### src/rtl/prio_intc_pkg.sv
package prio_intc_pkg;

  localparam int ADDR_W = 3;

  // Word addresses of the register port.
  typedef enum logic [ADDR_W-1:0] {
    A_STATUS = 3'd0,
    A_PEND   = 3'd1,
    A_ENABLE = 3'd2,
    A_ACK    = 3'd3,
    A_SETEN  = 3'd4,
    A_CLREN  = 3'd5,
    A_VECTOR = 3'd6,
    A_CTRL   = 3'd7
  } reg_addr_e;

  typedef struct packed {
    logic hw_mode;    // bit 1
    logic master_en;  // bit 0
  } ctrl_t;

endpackage

### src/rtl/prio_intc_edge.sv
module prio_intc_edge #(
  parameter int NUM_IN = 8
) (
  input  logic              clk,
  input  logic              rst_n,
  input  logic [NUM_IN-1:0] lvl_i,
  output logic [NUM_IN-1:0] rise_o
);

  logic [NUM_IN-1:0] prev_q;

  always_ff @(posedge clk) begin
    if (!rst_n) prev_q <= '0;
    else        prev_q <= lvl_i;
  end

  assign rise_o = lvl_i & ~prev_q;

endmodule

### src/rtl/prio_intc_encoder.sv
module prio_intc_encoder #(
  parameter int NUM_IN = 8,
  parameter int IDX_W  = 3
) (
  input  logic [NUM_IN-1:0] pend_i,
  output logic              valid_o,
  output logic [IDX_W-1:0]  idx_o,
  output logic [NUM_IN-1:0] grant_o
);

  // below[i] is high when any line with a smaller index is pending.
  logic [NUM_IN-1:0] below;

  assign below[0] = 1'b0;
  for (genvar i = 1; i < NUM_IN; i++) begin : g_chain
    assign below[i] = below[i-1] | pend_i[i-1];
  end

  assign grant_o = pend_i & ~below;
  assign valid_o = |pend_i;

  always_comb begin
    idx_o = '0;
    for (int i = 0; i < NUM_IN; i++) begin
      if (grant_o[i]) idx_o = idx_o | IDX_W'(i);
    end
  end

endmodule

### src/rtl/prio_intc_regfile.sv
module prio_intc_regfile
  import prio_intc_pkg::*;
#(
  parameter int NUM_IN = 8,
  parameter int DATA_W = 32
) (
  input  logic              clk,
  input  logic              rst_n,
  input  logic              wr_i,
  input  reg_addr_e         addr_i,
  input  logic [DATA_W-1:0] wdata_i,
  input  logic [NUM_IN-1:0] rise_i,
  output logic [NUM_IN-1:0] status_o,
  output logic [NUM_IN-1:0] enable_o,
  output ctrl_t             ctrl_o
);

  logic [NUM_IN-1:0] status_q, status_d;
  logic [NUM_IN-1:0] enable_q, enable_d;
  ctrl_t             ctrl_q, ctrl_d;
  logic [NUM_IN-1:0] wbits;
  logic [NUM_IN-1:0] evt;
  logic              unused_wdata;

  assign wbits        = wdata_i[NUM_IN-1:0];
  assign unused_wdata = ^wdata_i;
  assign evt          = ctrl_q.hw_mode ? rise_i : '0;

  // Acknowledge first, then new events, so an event in the same cycle wins.
  always_comb begin
    status_d = status_q;
    if (wr_i && addr_i == A_ACK) status_d = status_d & ~wbits;
    if (wr_i && addr_i == A_STATUS && !ctrl_q.hw_mode) status_d = status_d | wbits;
    status_d = status_d | evt;
  end

  always_comb begin
    enable_d = enable_q;
    if (wr_i) begin
      unique case (addr_i)
        A_ENABLE: enable_d = wbits;
        A_SETEN:  enable_d = enable_q | wbits;
        A_CLREN:  enable_d = enable_q & ~wbits;
        default:  enable_d = enable_q;
      endcase
    end
  end

  always_comb begin
    ctrl_d = ctrl_q;
    if (wr_i && addr_i == A_CTRL) begin
      ctrl_d.master_en = wdata_i[0];
      if (wdata_i[1]) ctrl_d.hw_mode = 1'b1;
    end
  end

  always_ff @(posedge clk) begin
    if (!rst_n) begin
      status_q <= '0;
      enable_q <= '0;
      ctrl_q   <= '0;
    end else begin
      status_q <= status_d;
      enable_q <= enable_d;
      ctrl_q   <= ctrl_d;
    end
  end

  assign status_o = status_q;
  assign enable_o = enable_q;
  assign ctrl_o   = ctrl_q;

  AST_HW_MODE_LOCKED: assert property (@(posedge clk) disable iff (!rst_n)
    ctrl_q.hw_mode |=> ctrl_q.hw_mode);

  AST_SW_WRITE_BLOCKED: assert property (@(posedge clk) disable iff (!rst_n)
    (ctrl_q.hw_mode && wr_i && addr_i == A_STATUS)
      |=> ((status_q & ~$past(status_q) & ~$past(rise_i)) == '0));

  AST_TEST_MODE_NO_HW: assert property (@(posedge clk) disable iff (!rst_n)
    (!ctrl_q.hw_mode && !(wr_i && addr_i == A_STATUS))
      |=> ((status_q & ~$past(status_q)) == '0));

  AST_ACK_CLEARS: assert property (@(posedge clk) disable iff (!rst_n)
    (wr_i && addr_i == A_ACK)
      |=> ((status_q & $past(wbits) & ~$past(evt)) == '0));

  AST_EVENT_WINS: assert property (@(posedge clk) disable iff (!rst_n)
    (|evt) |=> ((status_q & $past(evt)) == $past(evt)));

  AST_SETEN_SETS: assert property (@(posedge clk) disable iff (!rst_n)
    (wr_i && addr_i == A_SETEN)
      |=> ((enable_q & $past(wbits)) == $past(wbits)));

  AST_CLREN_CLEARS: assert property (@(posedge clk) disable iff (!rst_n)
    (wr_i && addr_i == A_CLREN) |=> ((enable_q & $past(wbits)) == '0));

endmodule

### src/rtl/prio_intc.sv
module prio_intc
  import prio_intc_pkg::*;
#(
  parameter int NUM_IN  = 8,
  parameter int DATA_W  = 32,
  parameter bit HAS_VEC = 1'b1
) (
  input  logic              clk,
  input  logic              rst_n,
  input  logic              bus_wr,
  input  logic [ADDR_W-1:0] bus_addr,
  input  logic [DATA_W-1:0] bus_wdata,
  output logic [DATA_W-1:0] bus_rdata,
  input  logic [NUM_IN-1:0] irq_in,
  output logic              irq_o
);

  localparam int IDX_W = (NUM_IN > 1) ? $clog2(NUM_IN) : 1;

  reg_addr_e         addr;
  logic [NUM_IN-1:0] rise;
  logic [NUM_IN-1:0] status;
  logic [NUM_IN-1:0] enable;
  logic [NUM_IN-1:0] pend;
  ctrl_t             ctrl;
  logic              vec_valid;
  logic [IDX_W-1:0]  vec_idx;
  logic [NUM_IN-1:0] vec_grant;
  logic [DATA_W-1:0] vec_word;
  logic              irq_q;

  assign addr = reg_addr_e'(bus_addr);

  prio_intc_edge #(.NUM_IN(NUM_IN)) u_edge (
    .clk    (clk),
    .rst_n  (rst_n),
    .lvl_i  (irq_in),
    .rise_o (rise)
  );

  prio_intc_regfile #(.NUM_IN(NUM_IN), .DATA_W(DATA_W)) u_regs (
    .clk      (clk),
    .rst_n    (rst_n),
    .wr_i     (bus_wr),
    .addr_i   (addr),
    .wdata_i  (bus_wdata),
    .rise_i   (rise),
    .status_o (status),
    .enable_o (enable),
    .ctrl_o   (ctrl)
  );

  assign pend = status & enable;

  if (HAS_VEC) begin : g_vec
    prio_intc_encoder #(.NUM_IN(NUM_IN), .IDX_W(IDX_W)) u_enc (
      .pend_i  (pend),
      .valid_o (vec_valid),
      .idx_o   (vec_idx),
      .grant_o (vec_grant)
    );
    assign vec_word = vec_valid ? DATA_W'(vec_idx) : '1;
  end else begin : g_novec
    assign vec_valid = 1'b0;
    assign vec_idx   = '0;
    assign vec_grant = '0;
    assign vec_word  = '0;
  end

  always_ff @(posedge clk) begin
    if (!rst_n) irq_q <= 1'b0;
    else        irq_q <= ctrl.master_en & (|pend);
  end

  assign irq_o = irq_q;

  always_comb begin
    unique case (addr)
      A_STATUS: bus_rdata = DATA_W'(status);
      A_PEND:   bus_rdata = DATA_W'(pend);
      A_ENABLE: bus_rdata = DATA_W'(enable);
      A_VECTOR: bus_rdata = vec_word;
      A_CTRL:   bus_rdata = DATA_W'(ctrl);
      default:  bus_rdata = '0;
    endcase
  end

  AST_IRQ_MASKED: assert property (@(posedge clk) disable iff (!rst_n)
    !ctrl.master_en |=> !irq_o);

  AST_IRQ_RAISED: assert property (@(posedge clk) disable iff (!rst_n)
    (ctrl.master_en && (|pend)) |=> irq_o);

  AST_VEC_IS_PENDING: assert property (@(posedge clk) disable iff (!rst_n)
    vec_valid |-> pend[vec_idx]);

  AST_VEC_IS_LOWEST: assert property (@(posedge clk) disable iff (!rst_n)
    vec_valid |-> ((pend & ((NUM_IN'(1) << vec_idx) - NUM_IN'(1))) == '0));

  AST_VEC_ONE_GRANT: assert property (@(posedge clk) disable iff (!rst_n)
    $onehot0(vec_grant));

endmodule

### config.mk
export PLATFORM = sky130hd
export DESIGN_NAME = prio_intc
export DESIGN_NICKNAME = d
export VERILOG_FILES = /design/src/rtl/prio_intc_pkg.sv /design/src/rtl/prio_intc_edge.sv /design/src/rtl/prio_intc_encoder.sv /design/src/rtl/prio_intc_regfile.sv /design/src/rtl/prio_intc.sv
export SDC_FILE = /design/constraint.sdc
export NUM_CORES = 1
export LEC_CHECK = 0
export ABC_AREA = 1
export CORE_ASPECT_RATIO = 1.5
export CORE_UTILIZATION = 40
export CTS_BUF_LIST = sky130_fd_sc_hd__clkbuf_2
export DETAILED_ROUTE_END_ITERATION = 6
export PLACE_DENSITY = 0.81
export SYNTH_ARGS = -nofsm -noshare
export SYNTH_HDL_FRONTEND = slang
export SYNTH_HIERARCHICAL = 1
export SYNTH_SLANG_ARGS = --single-unit
### constraint.sdc
create_clock -name clk -period 2.4 [get_ports clk]
set_clock_uncertainty 0.15 [all_clocks]
set_input_delay 0.48 -clock clk [delete_from_list [all_inputs] [get_ports clk]]
set_output_delay 0.48 -clock clk [all_outputs]
set_load 0.02 [all_outputs]
==> results_dict.tcl, run 1 <==
set metrics [dict create \
    drive_above_1_share_pct 31.4 \
    viasPerCell 4.67 \
    utilization_pct 62.1 \
    min_period_ns 2.54 \
    setup_viol 30 \
    violations "negative setup slack" \
    antenna_found_initial 0 \
    cts-hold-fix-buffers 0 \
    post-route-drc-count 0 \
    drt_wl_total_mm 5.53 \
    worst_pin_slew_ns 0.554 \
    total_power_uw 987 \
    drv_cap 0 \
    syn_inst 335 \
    first_pass_iters 4 \
    gr-total-overflow 0 \
    place_congestion 0.805 \
    period_share_pct 106 \
    avgSynthCellArea_um2 6.22 \
    path_buf_inv 5 \
    cp_top_family "buffers and inverters" \
    grt_util_met2_pct 41.2 \
    grt_first_pass_wirelength_mm 9.05 \
    regArea_um2 547 \
    area_delta_synth_final_pct 46.7 \
    multi_input_area_um2 1070 \
    row_count 31 \
    n_antenna_cell 0 \
    cts_tree "built" \
    numCtsBuffers 3 \
    port-buffer-count 54 \
    dieArea_um2 5510 \
    place_area_um2 2770 \
    powerDensity_nw_per_um2 323 \
    clock_sinks 27 \
    start_kind "register" \
    drt_iter0_drc 52 \
    chipHeight_um 90.4 \
    ios 79 \
    clk_pin_slew_ns 0.26 \
    grt_pass1_vias 2218 \
    grt_usage_pct 20.7 \
    synth_warnings 6 \
    fmax_ghz 0.394 \
    fin_area_um2 3060 \
    met3_usage_pct 1.00 \
    slowest_stage "dfxtp_2" \
    ir_drop_mv 0.226 \
    drv_slew 0 \
    die_w_um 60.9 \
    leakage_uw 0.00164 \
    whs_ns 0.341 \
    critPathCaptureType "output pin" \
    hp-class "register to register" \
    grt_max_degree 18 \
    crit_fanout 6 \
    num_vias 2275 \
    final_nets 468 \
    crit_chain "nand2_2 > inv_2 > nor2_4 > nand2_4 > nor2_4 > nand4_1 > inv_2 > nand2_4 > clkinvlp_4 > buf_4 > buf_6" \
    synth_area_um2 2080 \
    syn-num-nets 381 \
    drtAntennaViolNets 0 \
    clk_latency_ns 0.35 \
    coreArea_um2 4930 \
    final.fill_count 447 \
    status "complete, but fails checks" \
    clock_path_buffers 2 \
    cts_max_level 1 \
    cts-root-buf "clkbuf_2" \
    rsz0062_at_grt "true" \
    layout_setup_ws_ns -0.140 \
    wl_per_cell_um 11.3 \
    required_ns 1.77 \
    max-slew-margin-rel_pct 62.9 \
    worst_ep_arrival_time_ns 1.91 \
    hpwlAfterDp_mm 4.25 \
    met1_usage_pct 21.7 \
    critical-path-max-stage-delay_ns 0.39 \
    gr-max-usage-layer "met2" \
    start_util_pct 42.3 \
    final_hold_viol_count 0 \
    crit_type "register to output pin" \
]
[cells in the final DEF (no fill, tap or decap), types with 12 or more instances in the layout]
master and n:
nor2_1 19, dfxtp_1 22, buf_4 48, clkdlybuf4s50_1 22
nand4_1 17, buf_6 34, a21oi_1 12, nand2_1 84
inv_1 56, nand3_1 49
[worst register-to-register path, delay by kind of cell (launching register included)]
| family | cells | cell delay, ns |
|---|---|---|
| buffers and inverters | 3 | 0.42 |
| flip-flops | 1 | 0.40 |
| AND/OR/NAND/NOR | 3 | 0.35 |
[stage by stage]
step                      std cells  TNS [ns]  setup slack [ns]
final                           487     -2.57            -0.140
after global routing            487     -7.21            -0.287
after CTS                       483     -2.79            -0.169
after detailed placement        463    -14.95            -0.491
after global placement          463    -13.49            -0.426
after floorplan                 335         0             0.200
[layout make-up]
type                       instances  area share, %
clock buffer                       3          0.491
tap                               66           2.70
multi-input combinational        210           34.9
inverter                          67           8.35
clock inverter                     1          0.164
timing repair inverter             3          0.736
timing repair buffer             110           34.8
sequential                        27           17.9
[state kept, by name (all words and copies together) (netlist names)]
| name | count |
|---|---|
| u_regs/ctrl_o | 2 |
| u_regs/status_o | 8 |
| u_edge/prev_q | 8 |
| u_regs/enable_o | 8 |
| irq_o | 1 |
[worst paths after layout]
kind                                         start            endpoint  slack [ns]  depth (start not counted)
worst max-delay path            u_regs/status_o[1]       bus_rdata[19]       -0.14                         11
worst min-delay path              u_regs/ctrl_o[0]               irq_o        0.34                          2
worst max register to register    u_regs/ctrl_o[1]  u_regs/status_o[6]        1.01                          6
worst min register to register    u_regs/ctrl_o[0]               irq_o        0.34                          2
[per-layer routing]
metal / vias up / part of all wire [%]
li1: 1199 / -
met1: 1006 / 39
met2: 62 / 56
met3: 8 / 4.1
met4: 0 / 0.94
met5: - / 0
[repair_timing]
item,in CTS,in global routing
pin swaps,9,6
setup endpoints to repair,32,32
cloned,3,0
resized for setup,199,23
buffers inserted,13,4
[where the power goes]
group	switching, uW	internal, uW	total [uW]
logic	176	160	336
registers	8.10	468	477
clock network	136	37.8	174
No activity file was read; power rests on OpenSTA's default activity.
==> run 2, diff against run 1 <==
Settings changed: CORE_UTILIZATION 40 to 30, DONT_BUFFER_PORTS from default to 1, PLACE_DENSITY 0.81 to 0.51.
==> run 2 against run 1 <==
The run still ends with negative setup slack left. Clock power grew 3%. Register-to-register slack lost 0.14 ns. Routed wire length shrank 7.0%. Sequential share of layout area grew 5.9 points. Non-clock buffer count shrank 75. Hold slack lost 0.31 ns. Maximum frequency grew 1.6%. Critical path type unchanged. Critical endpoint is now bus_rdata[11]. Largest cell class unchanged. Largest power group unchanged.
==> results_dict.tcl, run 2 (synthesis results as in run 1) <==
set metrics [dict create \
    worst_pin_slew_ns 0.684 \
    drt_wl_total_mm 5.14 \
    n_antenna_cell 0 \
    gr-total-overflow 0 \
    setup_viol 31 \
    crit_chain "nand2_2 > inv_2 > nor2_4 > nand2_4 > nor2_4 > nand4_1 > inv_2 > nand2_4 > clkinvlp_4 > buf_16" \
    min_path_cells 2 \
    powerDensity_nw_per_um2 365 \
    status "complete, but fails checks" \
    grt_first_pass_wirelength_mm 8.94 \
    clk_latency_ns 0.38 \
    required_ns 1.77 \
    pre_cts_ws_ns 0.0975 \
    clock_path_buffers 2 \
    grt_pass1_vias 1906 \
    drive_above_1_share_pct 21.3 \
    grt_usage_pct 15.1 \
    drt_iter0_drc 44 \
    numCtsBuffers 3 \
    layout_setup_ws_ns -0.0994 \
    crit_fanout 15 \
    max-slew-margin-rel_pct 54.4 \
    start_kind "register" \
    start_util_pct 31.5 \
    post-route-drc-count 0 \
    critPathCaptureType "output pin" \
    chipHeight_um 104 \
    reg2reg_slack_ns 0.87 \
    hp-class "primary input to register" \
    clock_sinks 27 \
    worst_ep_arrival_time_ns 1.87 \
    first_pass_iters 4 \
    period_share_pct 104 \
    viasPerCell 4.74 \
    row_count 36 \
    crit_type "register to output pin" \
    wl_per_cell_um 12.3 \
    clk_pin_slew_ns 0.25 \
    critical-path-max-stage-delay_ns 0.39 \
    rsz0062_at_grt "true" \
    drtAntennaViolNets 0 \
    num_vias 1986 \
    ir_drop_mv 0.305 \
    hpwlAfterDp_mm 3.83 \
    port-buffer-count 0 \
    slowest_stage "dfxtp_2" \
    antenna_found_initial 0 \
    die_w_um 70.1 \
    place_congestion 0.853 \
    coreArea_um2 6620 \
    cts_max_level 1 \
    leakage_uw 0.00123 \
    dieArea_um2 7290 \
    final.fill_count 726 \
    drv_slew 0 \
    area_delta_synth_final_pct 12.4 \
    final_nets 390 \
    final_cell_mix "83 x nand2_1, 55 x inv_1, 47 x nand3_1" \
    cts-root-buf "clkbuf_2" \
    whs_ns 0.0319 \
    tns_ns -1.84 \
    ios 79 \
    min_period_ns 2.50 \
    drv_cap 0 \
    violations "negative setup slack" \
    fmax_ghz 0.400 \
    layout_commonest_cell "nand2_1" \
    ff2ff_path_depth 5 \
    final_hold_viol_count 0 \
    cts_tree "built" \
    grt_max_degree 21 \
]
## run 2: cell types whose count changed in the layout (fill, tap and decap cells not counted), sizes merged
cell | previous run | this run
buf | 88 | 20
clkdlybuf4s50 | 22 | 0
clkinvlp | 4 | 1
dlygate4sd3 | 0 | 15
## run 2: stage by stage
stage                     util [%]  total power, uW  instance area (um^2)  instances
after global routing          35.4              914                  2340        419
after CTS                     34.3              862                  2270        412
after floorplan                  -              655                  2090        335
after global placement        30.5              651                  2020        386
final                         35.4              855                  2340        419
after detailed placement      30.5              653                  2020        386
## run 2: repair_timing
| action | CTS | global route |
|---|---|---|
| pin swaps | 14 | 6 |
| setup endpoints to repair | 32 | 32 |
| hold buffers | 10 | 5 |
| resized for setup | 25 | 5 |
| hold endpoints to repair | 10 | 3 |
| setup buffers | 12 | 2 |
## run 2: report_power, final
part	internal [uW]	switching [uW]	total [uW]
Clock	37.8	142	180
Sequential	469	11.2	480
Combinational	70.7	124	195
Total	578	277	855
## run 2: cell type report
| type | instances | area (um^2) | area share (%) |
|---|---|---|---|
| Clock buffer | 3 | 15.0 | 0.641 |
| Clock inverter | 1 | 5.00 | 0.214 |
| Sequential cell | 27 | 557 | 23.8 |
| Tap cell | 76 | 95.1 | 4.06 |
| Inverter | 67 | 258 | 11.0 |
| Multi-Input combinational cell | 210 | 1080 | 46.1 |
| Timing Repair Buffer | 35 | 333 | 14.2 |
## run 2: worst max-delay path, delay by kind of cell (launching register included)
kind	cells	cell delay (ns)
flops	1	0.39
simple gates	6	0.52
buf+inv	4	0.59
## run 2: path summary, 6_finish.rpt
check                       end               start
max               bus_rdata[11]  u_regs/enable_o[0]
min            u_edge/prev_q[0]           irq_in[0]
max reg2reg  u_regs/status_o[3]    u_regs/ctrl_o[1]
min reg2reg  u_regs/enable_o[4]  u_regs/enable_o[4]
## run 2: metal layers
metal	share of wire, %	global-route usage, %	up-vias
li1	-	-	1041
met1	39	16.6	892
met2	56	28.3	46
met3	4.0	1.74	7
met4	1.7	6.71	0
met5	0	0	-
